`config.mk`:
```
export PLATFORM = sky130hd
export DESIGN_NAME = bridge_fn_dispatch
export DESIGN_NICKNAME = d
export VERILOG_FILES = /design/src/rtl/bfd_pkg.sv /design/src/rtl/bfd_rst_sync.sv /design/src/rtl/bfd_cmd_parser.sv /design/src/rtl/bfd_irq_ctrl.sv /design/src/rtl/bfd_gpio_port.sv /design/src/rtl/bridge_fn_dispatch.sv
export SDC_FILE = /design/constraint.sdc
export NUM_CORES = 1
export LEC_CHECK = 0
export BUFFER_PORTS_ARGS = -buffer_cell sky130_fd_sc_hd__buf_2
export CAP_MARGIN = 15
export CORE_UTILIZATION = 37
export DETAILED_ROUTE_END_ITERATION = 16
export PLACE_DENSITY_LB_ADDON = 0.12
export SLEW_MARGIN = 20
export SYNTH_ARGS = -nofsm -noshare
export SYNTH_HDL_FRONTEND = slang
export SYNTH_SLANG_ARGS = --single-unit
```
`constraint.sdc`:
```
create_clock -name clk -period 0.8 [get_ports clk]
set_input_delay 0.16 -clock clk [delete_from_list [all_inputs] [get_ports clk]]
set_output_delay 0.16 -clock clk [all_outputs]
set_load 0.02 [all_outputs]
```
`src/rtl/bfd_pkg.sv`:
```
package bfd_pkg;
  localparam logic [7:0] FID_CLR_IRQ = 8'hF1;
  localparam logic [7:0] FID_IDLE    = 8'hF2;
  localparam logic [7:0] FID_GPIO_WR = 8'hF4;

  typedef enum logic [1:0] {
    PH_WAIT_ADDR = 2'd0,
    PH_FUNC_ID   = 2'd1,
    PH_GPIO_DATA = 2'd2,
    PH_SKIP      = 2'd3
  } phase_e;
endpackage

```
`src/rtl/bfd_rst_sync.sv`:
```
module bfd_rst_sync #(
  parameter int STAGES = 2
) (
  input  logic clk,
  input  logic rst_n_async,
  output logic rst_n_sync
);
  logic [STAGES-1:0] sync_q;

  always_ff @(posedge clk or negedge rst_n_async) begin
    if (!rst_n_async) begin
      sync_q <= '0;
    end else begin
      sync_q <= {sync_q[STAGES-2:0], 1'b1};
    end
  end

  assign rst_n_sync = sync_q[STAGES-1];
endmodule

```
`src/rtl/bfd_cmd_parser.sv`:
```
module bfd_cmd_parser
  import bfd_pkg::*;
#(
  parameter int NUM_SS = 4
) (
  input  logic              clk,
  input  logic              rst_n,
  input  logic              start_i,
  input  logic              stop_i,
  input  logic              addr_match_i,
  input  logic              byte_valid_i,
  input  logic [7:0]        byte_i,
  output logic              idle_o,
  output logic              clr_irq_o,
  output logic              gpio_wr_o,
  output logic [NUM_SS-1:0] gpio_bits_o
);
  phase_e phase_q, phase_d;
  logic   idle_q, idle_d;
  logic   accept;

  assign accept = byte_valid_i && !idle_q && !addr_match_i && !start_i && !stop_i;

  always_comb begin
    phase_d   = phase_q;
    idle_d    = idle_q;
    clr_irq_o = 1'b0;
    gpio_wr_o = 1'b0;
    if (addr_match_i) begin
      phase_d = PH_FUNC_ID;
      idle_d  = 1'b0;
    end else if (start_i || stop_i) begin
      phase_d = PH_WAIT_ADDR;
    end else if (accept) begin
      unique case (phase_q)
        PH_FUNC_ID: begin
          phase_d = PH_SKIP;
          if (byte_i == FID_CLR_IRQ) begin
            clr_irq_o = 1'b1;
          end else if (byte_i == FID_IDLE) begin
            idle_d = 1'b1;
          end else if (byte_i == FID_GPIO_WR) begin
            phase_d = PH_GPIO_DATA;
          end
        end
        PH_GPIO_DATA: begin
          gpio_wr_o = 1'b1;
          phase_d   = PH_SKIP;
        end
        default: begin
          phase_d = phase_q;
        end
      endcase
    end
  end

  always_ff @(posedge clk or negedge rst_n) begin
    if (!rst_n) begin
      phase_q <= PH_WAIT_ADDR;
      idle_q  <= 1'b0;
    end else begin
      phase_q <= phase_d;
      idle_q  <= idle_d;
    end
  end

  assign idle_o      = idle_q;
  assign gpio_bits_o = byte_i[NUM_SS-1:0];

  AST_IDLE_ONLY_BY_CODE: assert property (@(posedge clk) disable iff (!rst_n)
    $rose(idle_q) |-> $past(byte_valid_i && byte_i == FID_IDLE));
  AST_MATCH_LEAVES_IDLE: assert property (@(posedge clk) disable iff (!rst_n)
    (idle_q && addr_match_i) |=> !idle_q);
endmodule

```
`src/rtl/bfd_irq_ctrl.sv`:
```
module bfd_irq_ctrl (
  input  logic clk,
  input  logic rst_n,
  input  logic spi_done_i,
  input  logic clr_i,
  output logic irq_n_o
);
  logic irq_n_q, irq_n_d, irq_en;

  assign irq_en = spi_done_i || clr_i;

  always_comb begin
    irq_n_d = irq_n_q;
    if (spi_done_i) begin
      irq_n_d = 1'b0;
    end else if (clr_i) begin
      irq_n_d = 1'b1;
    end
  end

  always_ff @(posedge clk or negedge rst_n) begin
    if (!rst_n) begin
      irq_n_q <= 1'b1;
    end else if (irq_en) begin
      irq_n_q <= irq_n_d;
    end
  end

  assign irq_n_o = irq_n_q;

  AST_DONE_PULLS_LOW: assert property (@(posedge clk) disable iff (!rst_n)
    spi_done_i |=> !irq_n_o);
  AST_LOW_HOLDS: assert property (@(posedge clk) disable iff (!rst_n)
    (!irq_n_o && !clr_i) |=> !irq_n_o);
  AST_CLEAR_RAISES: assert property (@(posedge clk) disable iff (!rst_n)
    (clr_i && !spi_done_i) |=> irq_n_o);
endmodule

```
`src/rtl/bfd_gpio_port.sv`:
```
module bfd_gpio_port #(
  parameter int NUM_SS = 4
) (
  input  logic              clk,
  input  logic              rst_n,
  input  logic              wr_i,
  input  logic [NUM_SS-1:0] wr_bits_i,
  input  logic [NUM_SS-1:0] gpio_en_i,
  input  logic [NUM_SS-1:0] cs_n_i,
  output logic [NUM_SS-1:0] latch_o,
  output logic [NUM_SS-1:0] pin_o
);
  logic [NUM_SS-1:0] latch_q;

  always_ff @(posedge clk or negedge rst_n) begin
    if (!rst_n) begin
      latch_q <= '0;
    end else if (wr_i) begin
      latch_q <= wr_bits_i;
    end
  end

  for (genvar k = 0; k < NUM_SS; k++) begin : g_pin
    assign pin_o[k] = gpio_en_i[k] ? latch_q[k] : cs_n_i[k];
  end

  assign latch_o = latch_q;
endmodule

```
`src/rtl/bridge_fn_dispatch.sv`:
```
module bridge_fn_dispatch #(
  parameter int NUM_SS = 4
) (
  input  logic              clk,
  input  logic              rst_n,
  input  logic              i2c_start,
  input  logic              i2c_stop,
  input  logic              i2c_addr_match,
  input  logic              rx_valid,
  input  logic [7:0]        rx_byte,
  input  logic              spi_done,
  input  logic [NUM_SS-1:0] spi_cs_n,
  input  logic [NUM_SS-1:0] port_gpio_en,
  output logic              irq_n,
  output logic              idle,
  output logic [NUM_SS-1:0] ss_n
);
  localparam int SS_MAX = 4;

  logic              rst_n_int;
  logic              clr_irq;
  logic              gpio_wr;
  logic [NUM_SS-1:0] gpio_bits;
  logic [NUM_SS-1:0] latch_bits;

  initial begin
    if (NUM_SS < 1 || NUM_SS > SS_MAX) $error("NUM_SS out of range");
  end

  bfd_rst_sync #(.STAGES(2)) u_rst (
    .clk         (clk),
    .rst_n_async (rst_n),
    .rst_n_sync  (rst_n_int)
  );

  bfd_cmd_parser #(.NUM_SS(NUM_SS)) u_parser (
    .clk          (clk),
    .rst_n        (rst_n_int),
    .start_i      (i2c_start),
    .stop_i       (i2c_stop),
    .addr_match_i (i2c_addr_match),
    .byte_valid_i (rx_valid),
    .byte_i       (rx_byte),
    .idle_o       (idle),
    .clr_irq_o    (clr_irq),
    .gpio_wr_o    (gpio_wr),
    .gpio_bits_o  (gpio_bits)
  );

  bfd_irq_ctrl u_irq (
    .clk        (clk),
    .rst_n      (rst_n_int),
    .spi_done_i (spi_done),
    .clr_i      (clr_irq),
    .irq_n_o    (irq_n)
  );

  bfd_gpio_port #(.NUM_SS(NUM_SS)) u_port (
    .clk       (clk),
    .rst_n     (rst_n_int),
    .wr_i      (gpio_wr),
    .wr_bits_i (gpio_bits),
    .gpio_en_i (port_gpio_en),
    .cs_n_i    (spi_cs_n),
    .latch_o   (latch_bits),
    .pin_o     (ss_n)
  );

  AST_IDLE_FREEZES_LATCH: assert property (@(posedge clk) disable iff (!rst_n_int)
    (idle && !i2c_addr_match) |=> $stable(latch_bits));
  AST_IDLE_NO_CLEAR: assert property (@(posedge clk) disable iff (!rst_n_int)
    (idle && !i2c_addr_match && !spi_done) |=> $stable(irq_n));
endmodule

```
======== Word-level counts from Yosys, hierarchy flattened ========
Index checks and enable logic that the tools add are counted.
word-level totals
  word-level logic and storage cells ...... 59
  bits of input ports ..................... 23
  output and inout port bits .............. 6
  flip-flop bits (word level) ............. 10
cells by class
  equality and inequality tests ........... 7
  reduce and logical (&&, ||, !) cells .... 19
  mux-type cells .......................... 28
operators with widths
  cell                count
  $eq 8x8->1 const B  3
  $mux 1              22
  $mux 2              5
  $reduce_bool 2->1   4
  $reduce_and 5->1    1
  $logic_and 1x1->1   4
  $logic_not 1->1     4
  $ne 2x2->1 const B  2
  $pmux 2 s2          1
  $reduce_and 2->1    2
  $reduce_bool 4->1   1
  $reduce_bool 3->1   1
  $eq 2x1->1 const B  1
  $eq 2x2->1 const B  1
  $logic_or 1x1->1    2

======== Longest topological paths before layout ========
Gate-level depths: netlist (run 1).
  word-level depth ........................ 10
  mapped depth ............................ 3
  gate-level depth less buffers ........... 3

======== Cells and area by module ========
From an unflattened synthesis (run 1), not the netlist that was laid out.
unflattened totals
  cell total of the unflattened synthesis .. 46
  area total of the unflattened synthesis .. 555.5 um2
modules (own cells, without submodules)
  module          seq. area each (um2)  cells each  instances  area an instance (um2)
  bfd_cmd_parser  75.1                  29          1          275.3
  bfd_gpio_port   100.1                 12          1          190.2
  bfd_rst_sync    50.0                  3           1          53.8
  bfd_irq_ctrl    26.3                  2           1          36.3

======== Worst setup path after synthesis (run 1) ========
OpenSTA, ideal clock, no wires.
  kind .................................... flip-flop to flip-flop
  from .................................... register u_parser.idle_q, in the netlist u_parser.idle_o
  to ...................................... register u_parser.idle_q, in the netlist u_parser.idle_o
  stages on the path, launching flop included .. 4
  path buffers ............................ 0
  arrival time ............................ 1.455 ns
  required time ........................... 0.697 ns
  setup time .............................. 0.103 ns
  slack ................................... -0.758 ns
  period minus slack after synthesis ...... 1.558 ns
  cell sequence ........................... dfrtp_1 -> nand4bb_1 -> or4_4 -> o41ai_2
between the ends
  cells in the longest elaborated chain, start to end .. 7
RTL lines
  what                                RTL line              RTL
  start, declared                     bfd_cmd_parser.sv:19  logic idle_q, idle_d;
  start signal, assigned              bfd_cmd_parser.sv:63  idle_q <= idle_d;
  $logic_not 1->1                     bfd_cmd_parser.sv:22  assign accept = byte_valid_i && !idle_q && !addr_match_i && !start_i && !stop_i;
  $logic_and 1x1->1 (4 in series)     bfd_cmd_parser.sv:22
  $reduce_bool 2->1 (no source line)  --
  $reduce_and 5->1 (no source line)   --
No other way between the ends.
A chain may end at the register's enable or synchronous reset.

======== Worst setup path in the final report (run 1) ========
Same ends and word-level chain as after synthesis.

==> results of run 1 <==
[placed cells by master (no fill, tap or decap), types with 2 or more instances in the layout]
| cell type | n |
|---|---|
| sky130_fd_sc_hd__buf_6 | 9 |
| sky130_fd_sc_hd__o41ai_2 | 2 |
| sky130_fd_sc_hd__buf_4 | 15 |
| sky130_fd_sc_hd__inv_1 | 3 |
| sky130_fd_sc_hd__buf_2 | 22 |
| sky130_fd_sc_hd__mux2_2 | 3 |
| sky130_fd_sc_hd__mux2_4 | 5 |
| sky130_fd_sc_hd__dfrtp_1 | 8 |
| sky130_fd_sc_hd__nand2_1 | 4 |
| sky130_fd_sc_hd__clkbuf_4 | 3 |
| sky130_fd_sc_hd__nand3b_1 | 3 |
[worst max-delay path by stage]
stage,startpoint,end,slack (ns),cells past startpoint
floorplan,u_parser.idle_o$_DFFE_PN0P_,u_irq.irq_n_o$_DFFE_PN1P_,-0.64,3
global placement,u_parser.idle_o$_DFFE_PN0P_,u_irq.irq_n_o$_DFFE_PN1P_,-0.57,3
detailed placement,u_parser.idle_o$_DFFE_PN0P_,u_irq.irq_n_o$_DFFE_PN1P_,-0.61,3
CTS,u_parser.idle_o$_DFFE_PN0P_,u_irq.irq_n_o$_DFFE_PN1P_,-0.62,3
global route,u_parser.idle_o$_DFFE_PN0P_,u_parser.idle_o$_DFFE_PN0P_,-0.62,3
finish,u_parser.idle_o$_DFFE_PN0P_,u_parser.idle_o$_DFFE_PN0P_,-0.59,3
[power by group through the flow]
stage / combinational [mW] / clock [mW] / sequential [mW]
4_1_cts: 0.225 / 0.477 / 0.537
2_1_floorplan: 0.0782 / 0 / 0.542
6_report: 0.253 / 0.461 / 0.537
3_3_place_gp: 0.193 / 0 / 0.546
3_5_place_dp: 0.197 / 0 / 0.547
5_1_grt: 0.269 / 0.504 / 0.540
[repair_timing]
action                                 4_1_cts  5_1_grt
pin swaps                                    4        5
buffers inserted                             4        3
hold buffers                                 1        0
setup endpoints to repair                   14       14
endpoints found under the hold margin        2        0
resized for setup                           17        8
[synthesized netlist by cell type]
| cell | count | area share, % |
|---|---|---|
| sky130_fd_sc_hd__a21boi_0 | 1 | 1.5 |
| sky130_fd_sc_hd__a31oi_1 | 1 | 1.2 |
| sky130_fd_sc_hd__conb_1 | 1 | 0.74 |
| sky130_fd_sc_hd__dfrtp_1 | 9 | 45 |
| sky130_fd_sc_hd__dfstp_2 | 1 | 5.2 |
| sky130_fd_sc_hd__inv_1 | 4 | 3.0 |
| sky130_fd_sc_hd__mux2_1 | 1 | 2.2 |
| sky130_fd_sc_hd__mux2_2 | 7 | 16 |
| sky130_fd_sc_hd__nand2_1 | 4 | 3.0 |
| sky130_fd_sc_hd__nand2b_1 | 1 | 1.2 |
| sky130_fd_sc_hd__nand3b_1 | 3 | 4.5 |
| sky130_fd_sc_hd__nand4bb_1 | 1 | 2.2 |
| sky130_fd_sc_hd__nor2_1 | 1 | 0.74 |
| sky130_fd_sc_hd__nor3_1 | 1 | 0.99 |
| sky130_fd_sc_hd__nor4_1 | 1 | 1.2 |
| sky130_fd_sc_hd__nor4bb_1 | 1 | 2.0 |
| sky130_fd_sc_hd__o32ai_1 | 1 | 1.7 |
| sky130_fd_sc_hd__o41ai_1 | 1 | 1.7 |
| sky130_fd_sc_hd__o41ai_2 | 1 | 3.2 |
| sky130_fd_sc_hd__or2_2 | 1 | 1.2 |
| sky130_fd_sc_hd__or4_4 | 1 | 2.2 |
[registers in the layout, summed over array words and instances, names as in the netlist]
register          flops
u_parser.phase_q      2
u_port.latch_o        4
u_irq.irq_n_o         1
u_parser.idle_o       1
u_rst.sync_q          2
[routing by layer]
layer	share of wire [%]	global-route usage (%)
met1	41	24.54
met2	54	45.42
met3	3.9	4.046
met4	0.78	12.93
met5	0	0
[cells by family after synthesis]
logic type / after synthesis / share of synthesized area [%]
mux: 8 / 17.82
buf+inv: 4 / 2.969
simple gates: 15 / 19.31
other cells: 1 / 0.7419
compound gates: 5 / 9.409
flops: 10 / 49.75
[through the flow]
stage          power, mW  hold WS [ns]  setup slack, ns  utilization (%)  TNS, ns
5_1_grt            1.313       0.04496          -0.6215            81.33   -6.659
2_1_floorplan     0.6202       -0.1356          -0.6433                -   -3.426
3_5_place_dp      0.7437      -0.05307          -0.6070            65.51   -4.177
3_3_place_gp      0.7387      -0.05454          -0.5701            65.51   -3.927
6_report           1.251       0.04602          -0.5862            81.33   -6.181
4_1_cts            1.240       0.03811          -0.6219            75.95   -6.056
[layout make-up]
cell class | count | area share, %
Timing Repair Buffer | 47 | 34.63
Multi-Input combinational cell | 29 | 31.78
Sequential cell | 10 | 26.20
Clock buffer | 4 | 3.761
Inverter | 4 | 1.816
Tap cell | 14 | 1.816
==> reports/summary.json, run 1 <==
{
  "drt_drc_violations_left": 0,
  "worstReg2RegEnd": "u_parser.idle_o$_DFFE_PN0P_",
  "post_layout_instance_count_excluding_filler_cells": 108,
  "clockPowerShare_pct": 36.8,
  "synthDistinctLibCells": 21,
  "max_freq_mhz": 721.4,
  "critPathTopFamily": "simple AND/OR/NAND/NOR gates",
  "synth.yosys.warnings": 0,
  "number_of_buffers_added_by_the_clock_tree_synthesis_step": 3,
  "die_extent_in_x_um": 38.96,
  "worst_path_max_delay_cell": "sky130_fd_sc_hd__or4_4",
  "antenna_violating_nets_post_route": 0,
  "worstHoldEndpoint": "u_irq.irq_n_o$_DFFE_PN1P_",
  "crit_path_dat_ns": 1.55,
  "timing.critical_path.from_type": "register",
  "vdd_drop_max_v": 0.001069,
  "hold_path_startpoint": "spi_done",
  "numPlacedInstances": 97,
  "cts-root-to-sink-buffers": 2,
  "intPower_mw": 0.9477,
  "gr-total-overflow": 0,
  "cap_viol_max_count": 0,
  "synth.net_count": 66,
  "drt-pass1-iter-count": 4,
  "clk-insertion-delay-late_ns": 0.26,
  "number_of_antenna_violations_at_the_first_check_in_global_routing": 0,
  "nFillCells": 67,
  "num_vias": 556,
  "globalRouteTotalUtil_pct": 24.09,
  "finalClockSkew_ns": 0.004300,
  "grt_pass1_wl_um": 2366,
  "seq_area_um2": 252.7,
  "cts_tree": "built",
  "p_seq_share_pct": 43.0,
  "starting_density_of_the_core_pct": 42.62,
  "worstReg2RegStart": "u_parser.idle_o$_DFFE_PN0P_",
  "drtIter0Drc": 5,
  "path_max_fanout": 3,
  "fin_nets": 118,
  "area.growth.synth_to_final_pct": 90.84,
  "power_switching_mw": 0.3029,
  "die_h_um": 38.96,
  "finalWeightedCongestion": 0.6820,
  "setup_repair_after_global_routing_missed_its_margin": "yes",
  "cts.htree.levels": 1,
  "ios": 29,
  "crit_path_end_kind": "register",
  "yosysSeqAreaShare_pct": 49.75,
  "timing_hold_violations_final": 0,
  "p_leak_nw": 0.4866,
  "violations_in_the_final_reports": "negative setup slack",
  "syn_area_per_cell_um2": 11.76,
  "route.detailed.wl_per_inst_um": 14.31,
  "clock_tree.root_cell": "sky130_fd_sc_hd__clkbuf_4",
  "sw_share_pct": 24.22,
  "timing_max_transition_violations_final": 0,
  "first_global_vias": 571,
  "post_drt_via_cell_ratio": 5.148,
  "multi_input_area_um2": 306.5,
  "clk_transition_reported_paths_ns": 0.07,
  "fin_area_um2": 964.7,
  "setup_viol_count_final": 14,
  "final_critical_path_setup_slack_ns": -0.5862,
  "hold-path-cell-count": 2,
  "core_area_um2": 1186,
  "critPathBufInv": 0,
  "diodes": 0,
  "drt-total-wl_um": 1546,
  "die_area_um2": 1518,
  "buffer_ports.inserted": 28,
  "pin_count_of_the_biggest_net_entering_global_routing": 9,
  "comb_power_share_pct": 20.2,
  "rr_worst_depth": 3,
  "synthesis.instances": 43,
  "cellPowerDensity_nw_per_um2": 1296,
  "fin_crit_sh_pct": 173.3,
  "timing.final.crit_period_ns": 1.386,
  "path_class": "reg2reg",
  "critical_path.cell_chain": "nand4bb_1 -> or4_4 -> o41ai_2",
  "layout-drive-gt1-share_pct": 73.40,
  "core_rows": 12,
  "regToRegSetupSlack_ns": -0.59,
  "cts.sink_count": 10,
  "synth_cell_area_um2": 505.5,
  "maximum_cell_stage_delay_along_the_critical_path_ns": 0.46,
  "outcome": "finished with violations",
  "ys_ff_latch": 10,
  "hp-class": "in2reg",
  "timing.critical_path.required_ns": 0.96,
  "standard_cell_area_after_detailed_placement_um2": 777.0
}
Note: power is estimated with default switching activity, not from simulation.
==> inputs of run 2 (changes only) <==
Settings changed: RECOVER_POWER set to 100, SLEW_MARGIN 20 to 40.
==> run 2 against run 1 <==
The run still ends with negative setup slack left. Cell count is the same. Combinational power is essentially flat. Design area down 0.13%. Flip-flop and latch count stayed put. First-iteration DRC count unchanged. Critical path depth stayed put. Sequential share of layout area about the same. Non-clock buffer count unchanged. Die area did not move. Count of clock-buffer cells in the layout unchanged. Clock power is essentially flat. Critical path type unchanged. Largest power group unchanged.
==> reports/summary.json, run 2 (synthesis results as in run 1) <==
{
  "setup_repair_after_global_routing_missed_its_margin": "yes",
  "largest_reg_flops": 4,
  "cts.htree.levels": 1,
  "cts_tree": "built",
  "num_vias": 556,
  "die_area_um2": 1518,
  "path_max_fanout": 3,
  "first_global_vias": 571,
  "clk_transition_reported_paths_ns": 0.07,
  "max_freq_mhz": 721.9,
  "worstHoldEndpoint": "u_irq.irq_n_o$_DFFE_PN1P_",
  "timing.critical_path.from_type": "register",
  "setup_viol_count_final": 14,
  "fin_nets": 118,
  "clock_tree.root_cell": "sky130_fd_sc_hd__clkbuf_4",
  "fin_area_um2": 963.4,
  "p_seq_share_pct": 43.0,
  "rr_worst_depth": 3,
  "hold_path_startpoint": "spi_done",
  "timing.critical_path.required_ns": 0.96,
  "sw_share_pct": 24.17,
  "ios": 29,
  "grt_use_met1_pct": 24.54,
  "timing.final.crit_period_ns": 1.385,
  "drt-pass1-iter-count": 4,
  "pre_cts_slack_ns": -0.6070,
  "layout-drive-gt1-share_pct": 72.34,
  "die_h_um": 38.96,
  "globalRouteTotalUtil_pct": 24.09,
  "nFillCells": 68,
  "timing_hold_violations_final": 0,
  "outcome": "finished with violations",
  "cellPowerDensity_nw_per_um2": 1296,
  "worstReg2RegEnd": "u_parser.idle_o$_DFFE_PN0P_",
  "whs_ns": 0.04637,
  "post_layout_instance_count_excluding_filler_cells": 108,
  "area.growth.synth_to_final_pct": 90.59,
  "buffer_ports.inserted": 28,
  "hold-path-cell-count": 2,
  "intPower_mw": 0.9471,
  "route.detailed.wl_per_inst_um": 14.29,
  "power_switching_mw": 0.3019,
  "standard_cell_area_after_detailed_placement_um2": 777.0,
  "comb_power_share_pct": 20.2,
  "crit_path_end_kind": "register",
  "drt-total-wl_um": 1543,
  "post_drt_via_cell_ratio": 5.148,
  "core_area_um2": 1186,
  "clockPowerShare_pct": 36.8,
  "starting_density_of_the_core_pct": 42.62,
  "hp-class": "in2reg",
  "pin_count_of_the_biggest_net_entering_global_routing": 9,
  "seq_area_um2": 252.7,
  "finalClockSkew_ns": 0.004084,
  "timing_max_transition_violations_final": 0,
  "core_rows": 12,
  "globalRoute.busiestLayer": "met2",
  "worstReg2RegStart": "u_parser.idle_o$_DFFE_PN0P_",
  "cts-root-to-sink-buffers": 2,
  "groute.layer.met2.usage_pct": 45.42,
  "number_of_antenna_violations_at_the_first_check_in_global_routing": 0,
  "gr-total-overflow": 0,
  "crit_path_dat_ns": 1.55,
  "vdd_drop_max_v": 0.001063,
  "p_leak_nw": 0.4839,
  "fin_setup_tns_ns": -6.176,
  "commonest_non_fill_non_tap_cells_in_the_layout": "sky130_fd_sc_hd__buf_2, sky130_fd_sc_hd__buf_4, sky130_fd_sc_hd__buf_6, sky130_fd_sc_hd__dfrtp_1, sky130_fd_sc_hd__mux2_4",
  "multi_input_area_um2": 306.5,
  "clk-insertion-delay-late_ns": 0.26,
  "antenna_violating_nets_post_route": 0,
  "die_extent_in_x_um": 38.96,
  "diodes": 0,
  "regToRegSetupSlack_ns": -0.59,
  "drt_drc_violations_left": 0,
  "path_class": "reg2reg",
  "drtIter0Drc": 5,
  "fin_crit_sh_pct": 173.2,
  "finalWeightedCongestion": 0.6820,
  "final_critical_path_setup_slack_ns": -0.5853,
  "violations_in_the_final_reports": "negative setup slack",
  "grt_pass1_wl_um": 2366,
  "grt.met3_usage_pct": 4.046,
  "number_of_buffers_added_by_the_clock_tree_synthesis_step": 3,
  "cts.sink_count": 10,
  "final_common_cell": "sky130_fd_sc_hd__buf_2",
  "numPlacedInstances": 97,
  "cap_viol_max_count": 0
}
==> run 2: cell count changes in the layout (fill, tap and decap cells not counted) <==
cell                       delta
sky130_fd_sc_hd__clkbuf_1     +1
sky130_fd_sc_hd__buf_2        -1
==> run 2: layer usage <==
metal,vias to the layer above,wire (um),share of wire (%)
li1,260,-,-
met1,271,633,41
met2,23,837,54
met3,2,59,3.8
met4,0,12,0.78
met5,-,0,0
==> run 2: worst max-delay path by stage <==
stage                                start                     endpoint  slack [ns]
4_1_cts        u_parser.idle_o$_DFFE_PN0P_    u_irq.irq_n_o$_DFFE_PN1P_       -0.62
3_5_place_dp   u_parser.idle_o$_DFFE_PN0P_    u_irq.irq_n_o$_DFFE_PN1P_       -0.61
5_1_grt        u_parser.idle_o$_DFFE_PN0P_  u_parser.idle_o$_DFFE_PN0P_       -0.62
2_1_floorplan  u_parser.idle_o$_DFFE_PN0P_    u_irq.irq_n_o$_DFFE_PN1P_       -0.64
6_report       u_parser.idle_o$_DFFE_PN0P_  u_parser.idle_o$_DFFE_PN0P_       -0.59
3_3_place_gp   u_parser.idle_o$_DFFE_PN0P_    u_irq.irq_n_o$_DFFE_PN1P_       -0.57
==> run 2: layout make-up <==
class	count	area share, %
multi-input combinational	29	31.82
clock buffer	4	3.766
sequential	10	26.23
inverter	4	1.818
timing repair buffer	47	34.55
tap	14	1.818
==> run 2: stage by stage <==
stage                     power (mW)  util [%]
final                          1.249     81.22
after global routing           1.313     81.22
after CTS                      1.240     75.95
after detailed placement      0.7437     65.51
after global placement        0.7387     65.51
after floorplan               0.6202         -
==> run 2: worst max-delay path, cell delays in order, from the launching register on <==
cell and delay, ns:
sky130_fd_sc_hd__dfrtp_2 0.42, sky130_fd_sc_hd__nand4bb_1 0.20, sky130_fd_sc_hd__or4_4 0.46, sky130_fd_sc_hd__o41ai_2 0.21
==> run 2: power by group through the flow <==
stage,registers [mW],clock network (mW),logic (mW)
final,0.537,0.460,0.252
after global routing,0.540,0.504,0.269
after CTS,0.537,0.477,0.225
after detailed placement,0.547,0,0.197
after global placement,0.546,0,0.193
after floorplan,0.542,0,0.0782
==> run 2: timing repair <==
| item | 4_1_cts | 5_1_grt |
|---|---|---|
| setup endpoints to repair | 14 | 14 |
| pin swaps | 4 | 5 |
| buffers inserted | 4 | 3 |
| hold endpoints to repair | 2 | 0 |
| resized for setup | 17 | 8 |
| hold buffers | 1 | 0 |
